<file path="src/rtl/sip_pkg.sv">
package sip_pkg;
  localparam int unsigned DATA_W = 8;
  localparam int unsigned STAT_W = 3;

  typedef struct packed {
    logic ie;
    logic ovr;
    logic full;
  } stat_t;
endpackage

</file>
<file path="src/rtl/sip_stb_sync.sv">
module sip_stb_sync #(
  parameter int unsigned STAGES = 2
) (
  input  logic clk_i,
  input  logic rst_ni,
  input  logic stb_ni,
  output logic fall_o
);
  localparam int unsigned LEN = STAGES + 1;

  logic [LEN-1:0] sh_q;

  always_ff @(posedge clk_i or negedge rst_ni) begin
    if (!rst_ni) sh_q <= '1;
    else         sh_q <= {sh_q[LEN-2:0], stb_ni};
  end

  // high->low between the last sync stage and the edge flop
  assign fall_o = sh_q[LEN-1] & ~sh_q[LEN-2];
endmodule

</file>
<file path="src/rtl/sip_data_reg.sv">
module sip_data_reg #(
  parameter int unsigned W = 8
) (
  input  logic         clk_i,
  input  logic         rst_ni,
  input  logic         load_i,
  input  logic [W-1:0] d_i,
  output logic [W-1:0] q_o
);
  always_ff @(posedge clk_i or negedge rst_ni) begin
    if (!rst_ni)     q_o <= '0;
    else if (load_i) q_o <= d_i;
  end
endmodule

</file>
<file path="src/rtl/sip_flag_ctrl.sv">
module sip_flag_ctrl
  import sip_pkg::*;
(
  input  logic  clk_i,
  input  logic  rst_ni,
  input  logic  fall_i,
  input  logic  dread_i,
  input  logic  ctl_wr_i,
  input  logic  ie_d_i,
  output logic  load_o,
  output stat_t stat_o
);
  stat_t st_q;

  // a read in the same cycle frees the slot for the new byte
  assign load_o = fall_i & (~st_q.full | dread_i);

  always_ff @(posedge clk_i or negedge rst_ni) begin
    if (!rst_ni) begin
      st_q <= '0;
    end else begin
      if (load_o)       st_q.full <= 1'b1;
      else if (dread_i) st_q.full <= 1'b0;

      if (fall_i && st_q.full && !dread_i) st_q.ovr <= 1'b1;
      else if (dread_i)                    st_q.ovr <= 1'b0;

      if (ctl_wr_i) st_q.ie <= ie_d_i;
    end
  end

  assign stat_o = st_q;
endmodule

</file>
<file path="src/rtl/strobed_in_port.sv">
module strobed_in_port
  import sip_pkg::*;
#(
  parameter int unsigned SYNC_STAGES = 2
) (
  input  logic              clk_i,
  input  logic              rst_ni,
  input  logic [DATA_W-1:0] data_i,
  input  logic              stb_ni,
  output logic              full_o,
  input  logic              cs_i,
  input  logic              rd_i,
  input  logic              wr_i,
  input  logic              addr_i,
  input  logic              ie_wdata_i,
  output logic [DATA_W-1:0] rdata_o,
  output logic              irq_o
);
  logic              fall;
  logic              load;
  logic              dread;
  logic              sread;
  logic              ctl_wr;
  logic [DATA_W-1:0] data_q;
  stat_t             stat;

  assign dread  = cs_i & rd_i & ~addr_i;
  assign sread  = cs_i & rd_i & addr_i;
  assign ctl_wr = cs_i & wr_i & addr_i;

  sip_stb_sync #(.STAGES(SYNC_STAGES)) u_sync (
    .clk_i  (clk_i),
    .rst_ni (rst_ni),
    .stb_ni (stb_ni),
    .fall_o (fall)
  );

  sip_data_reg #(.W(DATA_W)) u_dreg (
    .clk_i  (clk_i),
    .rst_ni (rst_ni),
    .load_i (load),
    .d_i    (data_i),
    .q_o    (data_q)
  );

  sip_flag_ctrl u_flag (
    .clk_i    (clk_i),
    .rst_ni   (rst_ni),
    .fall_i   (fall),
    .dread_i  (dread),
    .ctl_wr_i (ctl_wr),
    .ie_d_i   (ie_wdata_i),
    .load_o   (load),
    .stat_o   (stat)
  );

  always_comb begin
    rdata_o = '0;
    if (dread)      rdata_o = data_q;
    else if (sread) rdata_o[STAT_W-1:0] = stat;
  end

  assign full_o = stat.full;
  assign irq_o  = stat.ie & stat.full;
endmodule

</file>
<file path="config.mk">
export PLATFORM = sky130hd
export DESIGN_NAME = strobed_in_port
export DESIGN_NICKNAME = d
export VERILOG_FILES = /design/src/rtl/sip_pkg.sv /design/src/rtl/sip_stb_sync.sv /design/src/rtl/sip_data_reg.sv /design/src/rtl/sip_flag_ctrl.sv /design/src/rtl/strobed_in_port.sv
export SDC_FILE = /design/constraint.sdc
export NUM_CORES = 1
export LEC_CHECK = 0
export ABC_AREA = 1
export BUFFER_PORTS_ARGS = -buffer_cell sky130_fd_sc_hd__buf_2
export CORE_MARGIN = 10
export CORE_UTILIZATION = 40
export DETAILED_ROUTE_END_ITERATION = 8
export PLACE_DENSITY_LB_ADDON = 0.12
export SLEW_MARGIN = 20
export SYNTH_ARGS = -nofsm -noshare
export SYNTH_HDL_FRONTEND = slang
export SYNTH_SLANG_ARGS = --single-unit
export TNS_END_PERCENT = 20
</file>
<file path="constraint.sdc">
create_clock -name clk_i -period 1.1 [get_ports clk_i]
set_input_delay 0.22 -clock clk_i [delete_from_list [all_inputs] [get_ports clk_i]]
set_output_delay 0.22 -clock clk_i [all_outputs]
set_load 0.01 [all_outputs]
</file>
# Yosys cells after proc, flatten, opt, wreduce, memory -nomap -nowiden
# Index checks and enable logic that the tools add are counted.
# Widths: inputs -> output; s select.
[classes] reduce_logical=5 n_mux=6 bitwise=12
[op_table] cell="$and 1x1->1" n=8
[op_table] cell="$mux 3" n=2
[op_table] cell="$mux 5" n=1
[op_table] cell="$reduce_bool 2->1" n=2
[op_table] cell="$mux 1" n=3
[op_table] cell="$not 1->1" n=3
[op_table] cell="$logic_and 1x1->1" n=2
[op_table] cell="$logic_not 1->1" n=1
[op_table] cell="$or 1x1->1" n=1
[word_totals] in_bits=16 regBits=14

# Depth between registers and ports, before layout
# Gate-level depths: netlist of the first run.
[logic_depth] depth_word=5 depth_mapped=6

# Hierarchy
# Synthesis of the first run repeated with hierarchy kept, for this count alone.
[hier_totals] cells_unflattened=80 hier_area_um2=645.6
[by_module_without_submodules] module="sip_data_reg" seq_area_each_um2=200.2 area_per_inst_um2=305.3 n_inst=1 cells_per_inst=34
[by_module_without_submodules] module="strobed_in_port" seq_area_each_um2=0.0 area_per_inst_um2=131.4 n_inst=1 cells_per_inst=27
[by_module_without_submodules] module="sip_flag_ctrl" seq_area_each_um2=75.1 area_per_inst_um2=120.1 n_inst=1 cells_per_inst=14
[by_module_without_submodules] module="sip_stb_sync" seq_area_each_um2=78.8 area_per_inst_um2=88.8 n_inst=1 cells_per_inst=5

# Worst setup path after synthesis of the first run
# OpenSTA, ideal clock, no wires.
[synth_path] path_kind="reg2out" start="reg u_flag.st_q, in the netlist u_flag.stat_o[0]" end="out rdata_o[0]" arrival_ns=0.804 required_ns=0.880 path_buffers=0 setup_slack_ns=0.076 path_stages_with_launch=3 cell_sequence="dfrtp_1 inv_1 o21ai_0"
[synth_via] elab_chain_len=2
[synth_rtl] item="from (decl)" line="sip_flag_ctrl.sv:13" rtl="stat_t st_q;"
[synth_rtl] item="$mux 3" line="strobed_in_port.sv:60" rtl="else if (sread) rdata_o[STAT_W-1:0] = stat;"
[synth_rtl] item="$mux 3" line="strobed_in_port.sv:59" rtl="if (dread) rdata_o = data_q;"
[synth_rtl] item="to (decl)" line="strobed_in_port.sv:16" rtl="output logic [DATA_W-1:0] rdata_o,"
# No other way between the ends.

# Worst setup path after layout of the first run
[layout_path] start="reg u_flag.st_q, in the netlist u_flag.stat_o[0]" end="out irq_o"
[layout_via] elab_chain_len=1
[layout_rtl] item="$and 1x1->1" line="strobed_in_port.sv:64" rtl="assign irq_o = stat.ie & stat.full;"
[layout_rtl] item="to (decl)" line="strobed_in_port.sv:17" rtl="output logic irq_o"
# No other way between the ends.

==> impl_metrics.env, run 1 <==
export IMPL_rows=14
export IMPL_vias_per_cell=4.728
export IMPL_timing_final_ws_setup_ps=-128.5
export IMPL_clockBufferDepth=2
export IMPL_dpl_worst_slack_ps=-74.47
export IMPL_drt_iter0_markers=5
export IMPL_io_buffers=25
export IMPL_die_height_um=59.98
export IMPL_clkSinkCount=14
export IMPL_drc=0
export IMPL_synth_top_area_share_pct=43.05
export IMPL_postSynthAreaPerCell_um2=8.758
export IMPL_setup_viol=6
export IMPL_crit_arrival_ps=1010
export IMPL_syn_to_final_growth_pct=44.03
export IMPL_fin_crit_ps=1228
export IMPL_synth_edf_count=0
export IMPL_worst_slew_margin_rel_pct=79.17
export IMPL_end_kind="output pin"
export IMPL_ctsRootBufferMaster="clkbuf_4"
export IMPL_seq_area_frac_synth_pct=55.38
export IMPL_grt_met1_usage_pct=10.59
export IMPL_globalRoute_busiestLayer="met2"
export IMPL_synthFlopType="dfrtp_1"
export IMPL_synth_async_reset_ratio_pct=100.0
export IMPL_startpoint_type="register"
export IMPL_ys_types=11
export IMPL_cpPeakStageDelay_ps=420
export IMPL_fp_dieArea_um2=3598
export IMPL_crit_slowest_cell="dfrtp_2"
export IMPL_multi_input_area_um2=266.5
export IMPL_worst_setup_hold_path_clk_slew_ps=80
export IMPL_path_buf_inv=3
export IMPL_ys_ff_latch=14
export IMPL_status="finished with violations"
export IMPL_syn_inst=73
export IMPL_path_class="register to output pin"
export IMPL_seq_area_um2=355.3
export IMPL_grt_pass1_vias=638
export IMPL_violations="setup timing"
export IMPL_cp_common_cell="buf_6"
export IMPL_worstPathMaxFanout=3
export IMPL_leakagePower_nw=0.5153
export IMPL_die_x_um=59.98
export IMPL_drive_gt1_share_pct=45.87
export IMPL_core_area_um2=1506
export IMPL_synth_compound_area_share_pct=3.914
export IMPL_period_share_pct=111.7
export IMPL_ant_nets=0
export IMPL_slew_violations=0
export IMPL_p_per_area_nw_per_um2=1655
export IMPL_fmax_mhz=814.0
export IMPL_first_pass_iters=4
export IMPL_cap_violations=0
export IMPL_synth_top_family_by_area="simple AND/OR/NAND/NOR gates"
export IMPL_grt_pass1_wl_mm=2.835
export IMPL_synthAdderAreaFrac_pct=0
export IMPL_synthTopCellsByArea="dfrtp_1 (43%), nand2_1 (13%), dfstp_2 (12%)"
export IMPL_fin_nets=126
export IMPL_fillers=149
export IMPL_wire_per_inst_um=13.43
export IMPL_rsz0062_at_grt="yes"
export IMPL_diodes=0
export IMPL_pin_count=26
export IMPL_final_hold_viol_count=0
export IMPL_initial_core_util_pct=42.44
export IMPL_post_dp_hpwl_mm=1.296
export IMPL_synth_mux_area_share_pct=0
export IMPL_syn_cell_area_um2=639.4
export IMPL_synth_simple_area_share_pct=33.66
export IMPL_drt_wl_total_mm=1.679
export IMPL_tritoncts="done"
export IMPL_yosysWarnings=0
export IMPL_h_tree_depth=1
export IMPL_synth_nets=89
export IMPL_peakVddDrop_uv=1257
export IMPL_antenna_found_initial=0
export IMPL_cts_made_buffers=3
export IMPL_tightestPinTransition_ps=312.4
export IMPL_fin_worst_skew_ps=1.837
export IMPL_vias=591
export IMPL_ys_top_cells_by_count="nand2_1 (22), inv_1 (12), dfrtp_1 (11)"
export IMPL_hold_path_class="primary input to register"
export IMPL_use_met3_pct=6.568
export IMPL_grt_met2_usage_pct=17.35
export IMPL_synth_area_leader_cell="dfrtp_1"
export IMPL_worstSkewPairLatency_ps=280
export IMPL_gp_congestion=0.7700
export IMPL_path_cells="buf_6 -> nand2_2 -> inv_2 -> buf_6"
export IMPL_synth_xor_area_share_pct=0
export IMPL_cp_required_ps=880
export IMPL_grt_use_total_pct=10.47
export IMPL_crit_family="flip-flops"
export IMPL_grt_ovfl_total=0
export IMPL_synth_most_common_cell="nand2_1"
export IMPL_fin_tns_setup_ps=-458.7
export IMPL_grt_max_degree=15
==> layer usage <==
metal	part of all wire [%]	up-vias
met5	0	-
met4	1.8	0
met3	11	4
met2	53	23
met1	34	263
li1	-	301
==> final timing paths <==
path                            slack (ps)  cells after the start              to              from
max in group asynchronous              450                      2  u_sync.sh_q[2]            rst_ni
min in group asynchronous              360                      2   u_dreg.q_o[3]            rst_ni
worst max-delay path                  -130                      4           irq_o  u_flag.stat_o[0]
worst max register to register          10                      6   u_dreg.q_o[3]  u_flag.stat_o[0]
worst min register to register         380                      0  u_sync.sh_q[1]    u_sync.sh_q[0]
worst min-delay path                    30                      1  u_sync.sh_q[0]            stb_ni
==> final cells by class <==
class | instances | area share [%]
tap | 16 | 2.174
inverter | 12 | 4.891
clock buffer | 4 | 3.940
multi-input combinational | 47 | 28.94
timing repair buffer | 32 | 21.47
sequential | 14 | 38.59
==> power by group <==
group / switching (mW) / internal [mW] / leakage (nW)
Combinational: 0.247 / 0.194 / 0.330
Sequential: 0.0760 / 0.645 / 0.164
Clock: 0.161 / 0.201 / 0.0210
Total: 0.484 / 1.04 / 0.515
==> registers in the layout, summed over array words and instances (netlist names) <==
| name | flops |
|---|---|
| u_sync.sh_q | 3 |
| u_dreg.q_o | 8 |
| u_flag.stat_o | 3 |
==> cells by family (layout without fill, tap and decap cells) <==
kind of cell,after synthesis,after routing
buffers and inverters,12,48
and+or+nand+nor,42,42
DFF,14,14
AOI/OAI and AO/OA,5,5
==> layout by cell type (no fill, tap or decap), drive strengths merged <==
cell type    instances
inv                 12
nor2                 7
o21ai                3
buf                 31
dlygate4sd3          1
dfrtp               11
nand2               24
a21oi                2
nand3               11
dfstp                3
clkbuf               4
==> repair_timing <==
action | CTS | global route
buffers inserted | 2 | 0
hold buffers | 1 | 0
endpoints found under the hold margin | 11 | 0
resized for setup | 11 | 6
endpoints found under the setup margin | 10 | 19
pin swaps | 6 | 4
==> metrics by stage <==
stage	power, mW	hold slack (ps)	utilization [%]	cell area [µm²]	std cells
3_5_place_dp	1.077	129.1	54.07	814.5	118
2_1_floorplan	0.9226	-75.59	-	639.4	73
4_1_cts	1.532	19.60	60.22	907.1	125
6_report	1.524	34.38	61.13	920.9	125
5_1_grt	1.645	10.62	61.13	920.9	125
3_3_place_gp	1.059	131.8	54.07	814.5	118
Note: power is estimated with default switching activity, not from simulation.
==> inputs of run 2 (changes only) <==
--- a/config.mk
+++ b/config.mk
@@ -7,12 +7,14 @@
 export LEC_CHECK = 0
 export ABC_AREA = 1
 export BUFFER_PORTS_ARGS = -buffer_cell sky130_fd_sc_hd__buf_2
+export CAP_MARGIN = 20
 export CORE_MARGIN = 10
-export CORE_UTILIZATION = 40
+export CORE_UTILIZATION = 41
 export DETAILED_ROUTE_END_ITERATION = 8
 export PLACE_DENSITY_LB_ADDON = 0.12
 export SLEW_MARGIN = 20
 export SYNTH_ARGS = -nofsm -noshare
 export SYNTH_HDL_FRONTEND = slang
+export SYNTH_HIERARCHICAL = 1
 export SYNTH_SLANG_ARGS = --single-unit
 export TNS_END_PERCENT = 20
==> run 2 against run 1 <==
  * The run still ends with setup timing left
  * Combinational power shrank 37%
  * Final area fell by 0.14%
  * Maximum frequency is 0.58% higher
  * Critical path type unchanged
  * Critical endpoint is now rdata_o[0]
  * Largest power group unchanged
==> impl_metrics.env, run 2 <==
export IMPL_syn_cell_area_um2=645.6
export IMPL_startpoint="u_flag/stat_o[0]"
export IMPL_grt_max_degree=15
export IMPL_drt_wl_total_mm=1.514
export IMPL_status="finished with violations"
export IMPL_end_kind="output pin"
export IMPL_wl_met3_um=143
export IMPL_p_per_area_nw_per_um2=1431
export IMPL_syn_inst=80
export IMPL_clkSinkCount=14
export IMPL_regMostFlops="u_dreg/q_o"
export IMPL_cap_violations=0
export IMPL_worst_slew_margin_rel_pct=79.66
export IMPL_fin_crit_ps=1221
export IMPL_cp_depth=3
export IMPL_vias_per_cell=4.595
export IMPL_fin_worst_skew_ps=0.9873
export IMPL_slew_violations=0
export IMPL_crit_slowest_cell="dfrtp_2"
export IMPL_die_height_um=59.68
export IMPL_place_inst=126
export IMPL_vias=602
export IMPL_synth_area_leader_cell="dfrtp_1"
export IMPL_peakVddDrop_uv=983.0
export IMPL_leakagePower_nw=0.5283
export IMPL_cp_required_ps=880
export IMPL_timing_rr_end="u_dreg/q_o[0]"
export IMPL_fin_util_pct=61.05
export IMPL_postSynthAreaPerCell_um2=8.070
export IMPL_synth_most_common_cell="nand2_1"
export IMPL_post_dp_hpwl_mm=1.176
export IMPL_startpoint_type="register"
export IMPL_layout_common_cells="nand2_1 (27), buf_2 (25), dfrtp_1 (10), inv_1 (8)"
export IMPL_ff2ff_setup_slack_ps=-120
export IMPL_clockBufferDepth=2
export IMPL_setup_viol=13
export IMPL_drc=0
export IMPL_synthTopCellsByArea="dfrtp_1 (43%), nand2_1 (20%), dfstp_2 (12%)"
export IMPL_period_share_pct=111.0
export IMPL_synth_edf_count=0
export IMPL_gp_congestion=0.6571
export IMPL_ys_top_cells_by_count="nand2_1 (34), dfrtp_1 (11), inv_1 (11)"
export IMPL_cpPeakStageDelay_ps=460
export IMPL_antenna_found_initial=0
export IMPL_fillers=147
export IMPL_crit_arrival_ps=1000
export IMPL_ant_nets=0
export IMPL_fin_nets=132
export IMPL_synth_async_reset_ratio_pct=100.0
export IMPL_path_class="register to output pin"
export IMPL_fin_tns_setup_ps=-1173
export IMPL_grt_ovfl_total=0
export IMPL_synthFlopType="dfrtp_1"
export IMPL_initial_core_util_pct=42.86
export IMPL_drive_gt1_share_pct=47.83
export IMPL_worstSkewPairLatency_ps=270
export IMPL_stdcell_count=131
export IMPL_seq_area_frac_synth_pct=54.84
export IMPL_cts_made_buffers=3
export IMPL_largest_register_ffs=8
export IMPL_tritoncts="done"
export IMPL_dpl_worst_slack_ps=-151.0
export IMPL_timing_final_ws_setup_ps=-121.3
export IMPL_io_buffers=25
export IMPL_final_hold_viol_count=0
export IMPL_worstSetupEndpoint="rdata_o[0]"
export IMPL_worst_setup_hold_path_clk_slew_ps=80
export IMPL_synth_nets=96
export IMPL_hold_path_class="primary input to register"
export IMPL_path_cells="nand4_1 -> nand2_1 -> buf_2"
export IMPL_ys_types=14
export IMPL_first_pass_iters=4
export IMPL_syn_to_final_growth_pct=42.44
export IMPL_grt_pass1_wl_mm=2.470
export IMPL_topRoutingLayerUsed="met4"
export IMPL_diodes=0
export IMPL_drt_iter0_markers=14
export IMPL_final_common_cell="nand2_1"
export IMPL_grt_use_total_pct=8.912
export IMPL_rows=14
export IMPL_die_x_um=59.68
export IMPL_m1WireLength_um=656
export IMPL_finalPower_mw=1.316
export IMPL_tightestPinTransition_ps=305.1
export IMPL_reg2reg_depth=7
export IMPL_violations="setup timing"
export IMPL_core_area_um2=1506
export IMPL_synth_top_area_share_pct=42.64
export IMPL_route_met2_wl_um=682
export IMPL_worstPathMaxFanout=6
export IMPL_grt_pass1_vias=573
export IMPL_h_tree_depth=1
export IMPL_yosysWarnings=6
export IMPL_rsz0062_at_grt="yes"
export IMPL_r2r_start="u_sync/sh_q[2]"
export IMPL_crit_family="flip-flops"
export IMPL_wire_per_inst_um=11.56
export IMPL_fp_dieArea_um2=3562
export IMPL_fmax_mhz=818.8
export IMPL_ys_ff_latch=14
export IMPL_path_buf_inv=1
export IMPL_pin_count=26
export IMPL_ctsRootBufferMaster="clkbuf_4"
[run 2: cell types whose count changed after synthesis, moves of 2 or more]
cell / previous run / this run
nand2_4: 2 / 0
nand2_1: 22 / 34
o21ai_0: 3 / 1
inv_2: 0 / 2
nand4_1: 0 / 6
nand3_1: 10 / 1
[run 2: how the worst min path moves through the flow]
stage,cells past startpoint,slack [ps],startpoint,to
final,1,40,stb_ni,u_sync/sh_q[0]
after global routing,1,20,stb_ni,u_sync/sh_q[0]
after CTS,1,30,stb_ni,u_sync/sh_q[0]
after detailed placement,1,130,rst_ni,u_dreg/q_o[4]
after global placement,1,130,rst_ni,u_dreg/q_o[4]
after floorplan,0,-80,rst_ni,u_dreg/q_o[0]
[run 2: where the power goes]
part	switching (mW)	internal [mW]	total, mW
Clock	0.158	0.201	0.359
Combinational	0.153	0.126	0.279
Sequential	0.0596	0.619	0.678
[run 2: repair_timing]
| item | in CTS | in global routing |
|---|---|---|
| hold endpoints to repair | 11 | 0 |
| hold buffers | 1 | 0 |
| endpoints found under the setup margin | 18 | 18 |
| buffers inserted | 0 | 0 |
| pin swaps | 13 | 8 |
| resized for setup | 3 | 12 |
[run 2: cells by family (layout without fill, tap and decap cells)]
logic type      after synthesis  after routing  synth area share [%]
simple gates                 49             49                 33.53
compound gates                2              2                 1.549
buf+inv                      15             50                 10.08
flops                        14             14                 54.85
[run 2: stage by stage]
step | hold slack (ps) | area [µm²]
finish | 38.66 | 919.6
global route | 22.17 | 919.6
CTS | 28.37 | 884.6
detailed placement | 131.9 | 833.3
global placement | 129.3 | 833.3
floorplan | -75.59 | 651.9
[run 2: layout make-up]
cell class / instances / area (µm²) / area share (%)
flip-flops and latches: 14 / 355.3 / 38.64
well taps: 16 / 20.02 / 2.177
inverters: 13 / 51.30 / 5.578
multi-input cells: 51 / 265.3 / 28.84
repair buffers: 33 / 191.4 / 20.82
clock buffers: 4 / 36.28 / 3.946
[run 2: worst reg2reg max path: stages (launching register included)]
cell and delay (ps):
dfstp_2 530, inv_2 40, nor2_4 100, inv_2 50
a21oi_4 150, buf_6 170, nand2_1 60, nand2_1 60
[run 2: routing by layer]
layer  track usage (%)  up-vias
li1                  -      313
met1             10.04      263
met2             12.94       22
met3             3.814        4
met4             6.731        0
met5                 0        -
==> inputs of run 3 (changes only) <==
--- a/config.mk
+++ b/config.mk
@@ -11,7 +11,7 @@
 export CORE_MARGIN = 10
 export CORE_UTILIZATION = 41
 export DETAILED_ROUTE_END_ITERATION = 8
-export PLACE_DENSITY_LB_ADDON = 0.12
+export PLACE_DENSITY = 0.72
 export SLEW_MARGIN = 20
 export SYNTH_ARGS = -nofsm -noshare
 export SYNTH_HDL_FRONTEND = slang
==> run 3 against run 2 <==
  * The run still ends with setup timing left
  * Sequential cell count stayed put
  * Non-clock buffer count is 4 higher
  * Sequential power is 0.7% higher
  * Critical path type is now register to register
  * Largest power group unchanged
  * Highest routed layer unchanged
==> impl_metrics.env, run 3 (same netlist as run 2, synthesis figures left out) <==
export IMPL_largest_register_ffs=8
export IMPL_grt_ovfl_total=0
export IMPL_worstSkewPairLatency_ps=280
export IMPL_cts_made_buffers=3
export IMPL_ff2ff_setup_slack_ps=-100
export IMPL_timing_final_ws_setup_ps=-104.1
export IMPL_status="finished with violations"
export IMPL_drt_wl_total_mm=1.627
export IMPL_core_area_um2=1506
export IMPL_drc=0
export IMPL_gp_congestion=0.7403
export IMPL_die_x_um=59.68
export IMPL_drive_gt1_share_pct=49.58
export IMPL_dpl_cell_area_um2=848.3
export IMPL_startpoint_type="register"
export IMPL_violations="setup timing"
export IMPL_dpl_worst_slack_ps=-122.6
export IMPL_hold_path_class="primary input to register"
export IMPL_vias=640
export IMPL_tritoncts="done"
export IMPL_ctsRootBufferMaster="clkbuf_4"
export IMPL_p_per_area_nw_per_um2=1420
export IMPL_fin_nets=136
export IMPL_io_buffers=25
export IMPL_initial_core_util_pct=42.86
export IMPL_design_area_um2=955.9
export IMPL_fin_util_pct=63.46
export IMPL_diodes=0
export IMPL_grt_pass1_wl_mm=2.635
export IMPL_setup_viol=16
export IMPL_startpoint="u_sync/sh_q[2]"
export IMPL_cpPeakStageDelay_ps=530
export IMPL_layout_common_cells="nand2_1 (29), buf_2 (24), dfrtp_1 (10), buf_4 (8), inv_1 (7)"
export IMPL_first_pass_iters=4
export IMPL_post_dp_hpwl_mm=1.221
export IMPL_leakagePower_nw=0.5423
export IMPL_crit_slowest_cell="dfstp_2"
export IMPL_worstPathMaxFanout=8
export IMPL_worst_slew_margin_rel_pct=79.74
export IMPL_pin_count=26
export IMPL_r2r_start="u_sync/sh_q[2]"
export IMPL_drt_iter0_markers=12
export IMPL_rows=14
export IMPL_die_height_um=59.68
export IMPL_path_class="register to register"
export IMPL_wire_per_inst_um=12.05
export IMPL_timing_rr_end="u_dreg/q_o[4]"
export IMPL_peakVddDrop_uv=782.3
export IMPL_clockBufferDepth=2
export IMPL_syn_to_final_growth_pct=48.06
export IMPL_fmax_mhz=830.5
export IMPL_vias_per_cell=4.741
export IMPL_reg2reg_depth=7
export IMPL_period_share_pct=109.5
export IMPL_grt_pass1_vias=621
export IMPL_fillers=142
export IMPL_antenna_found_initial=0
export IMPL_final_common_cell="nand2_1"
export IMPL_fp_dieArea_um2=3562
export IMPL_fin_crit_ps=1204
export IMPL_cap_violations=0
export IMPL_fin_worst_skew_ps=8.770
export IMPL_crit_arrival_ps=1370
export IMPL_path_cells="inv_2 -> nor2_4 -> inv_2 -> a21oi_4 -> inv_4 -> nand2_1 -> nand2_1"
export IMPL_grt_use_total_pct=9.507
export IMPL_fin_tns_setup_ps=-1073
export IMPL_h_tree_depth=1
export IMPL_grt_max_degree=15
export IMPL_worst_setup_hold_path_clk_slew_ps=80
export IMPL_regMostFlops="u_dreg/q_o"
export IMPL_tightestPinTransition_ps=303.9
export IMPL_cp_required_ps=1270
export IMPL_worstSetupEndpoint="u_dreg/q_o[4]"
export IMPL_whs_path_depth=1
export IMPL_clkSinkCount=14
export IMPL_end_kind="register"
export IMPL_rsz0062_at_grt="yes"
export IMPL_ant_nets=0
export IMPL_final_hold_viol_count=0
export IMPL_slew_violations=0
-- run 3: critical path: cells and delay by family, from the launching register on --
kind                   cells  cell delay (ps)
and+or+nand+nor            3              200
DFF                        1              530
AOI/OAI and AO/OA          1              190
buffers and inverters      3              190
-- run 3: per-layer routing --
layer  wire [µm]  GRT usage (%)  part of all wire, %
met1         668          10.64                   41
met2         820          14.12                   50
met3         130          4.449                  8.0
met4           8          6.090                 0.49
met5           0              0                    0
-- run 3: final cells by class --
type                       count  area, µm²  area share [%]
clock buffer                   4      36.28           3.796
timing repair buffer          37      235.2           24.61
tap                           16      20.02           2.094
sequential                    14      355.3           37.17
multi-input combinational     51      257.7           26.96
inverter                      13      51.30           5.366
-- run 3: where the power goes --
group | internal, mW | switching, mW
clock | 0.201 | 0.162
combinational | 0.150 | 0.161
sequential | 0.619 | 0.0642
total | 0.970 | 0.387
-- run 3: worst min path at each step --
stage                       from             end
final                     stb_ni  u_sync/sh_q[0]
after global placement    rst_ni   u_dreg/q_o[6]
after global routing      stb_ni  u_sync/sh_q[0]
after CTS                 stb_ni  u_sync/sh_q[0]
after detailed placement  rst_ni   u_dreg/q_o[6]
after floorplan           rst_ni   u_dreg/q_o[0]
-- run 3: through the flow --
step / hold slack [ps] / cells / total power [mW]
finish: 41.16 / 135 / 1.357
global route: 8.063 / 135 / 1.454
detailed placement: 127.5 / 128 / 0.9475
floorplan: -75.59 / 80 / 0.8231
CTS: 26.37 / 135 / 1.353
global placement: 120.2 / 128 / 0.9385
-- run 3: what timing repair did --
action                                  in CTS  in global routing
pin swaps                                   15                  4
endpoints found under the setup margin      18                 18
gates resized for setup                      9                  8
hold buffers                                 1                  0
setup buffers                                2                  0
endpoints found under the hold margin       11                  0
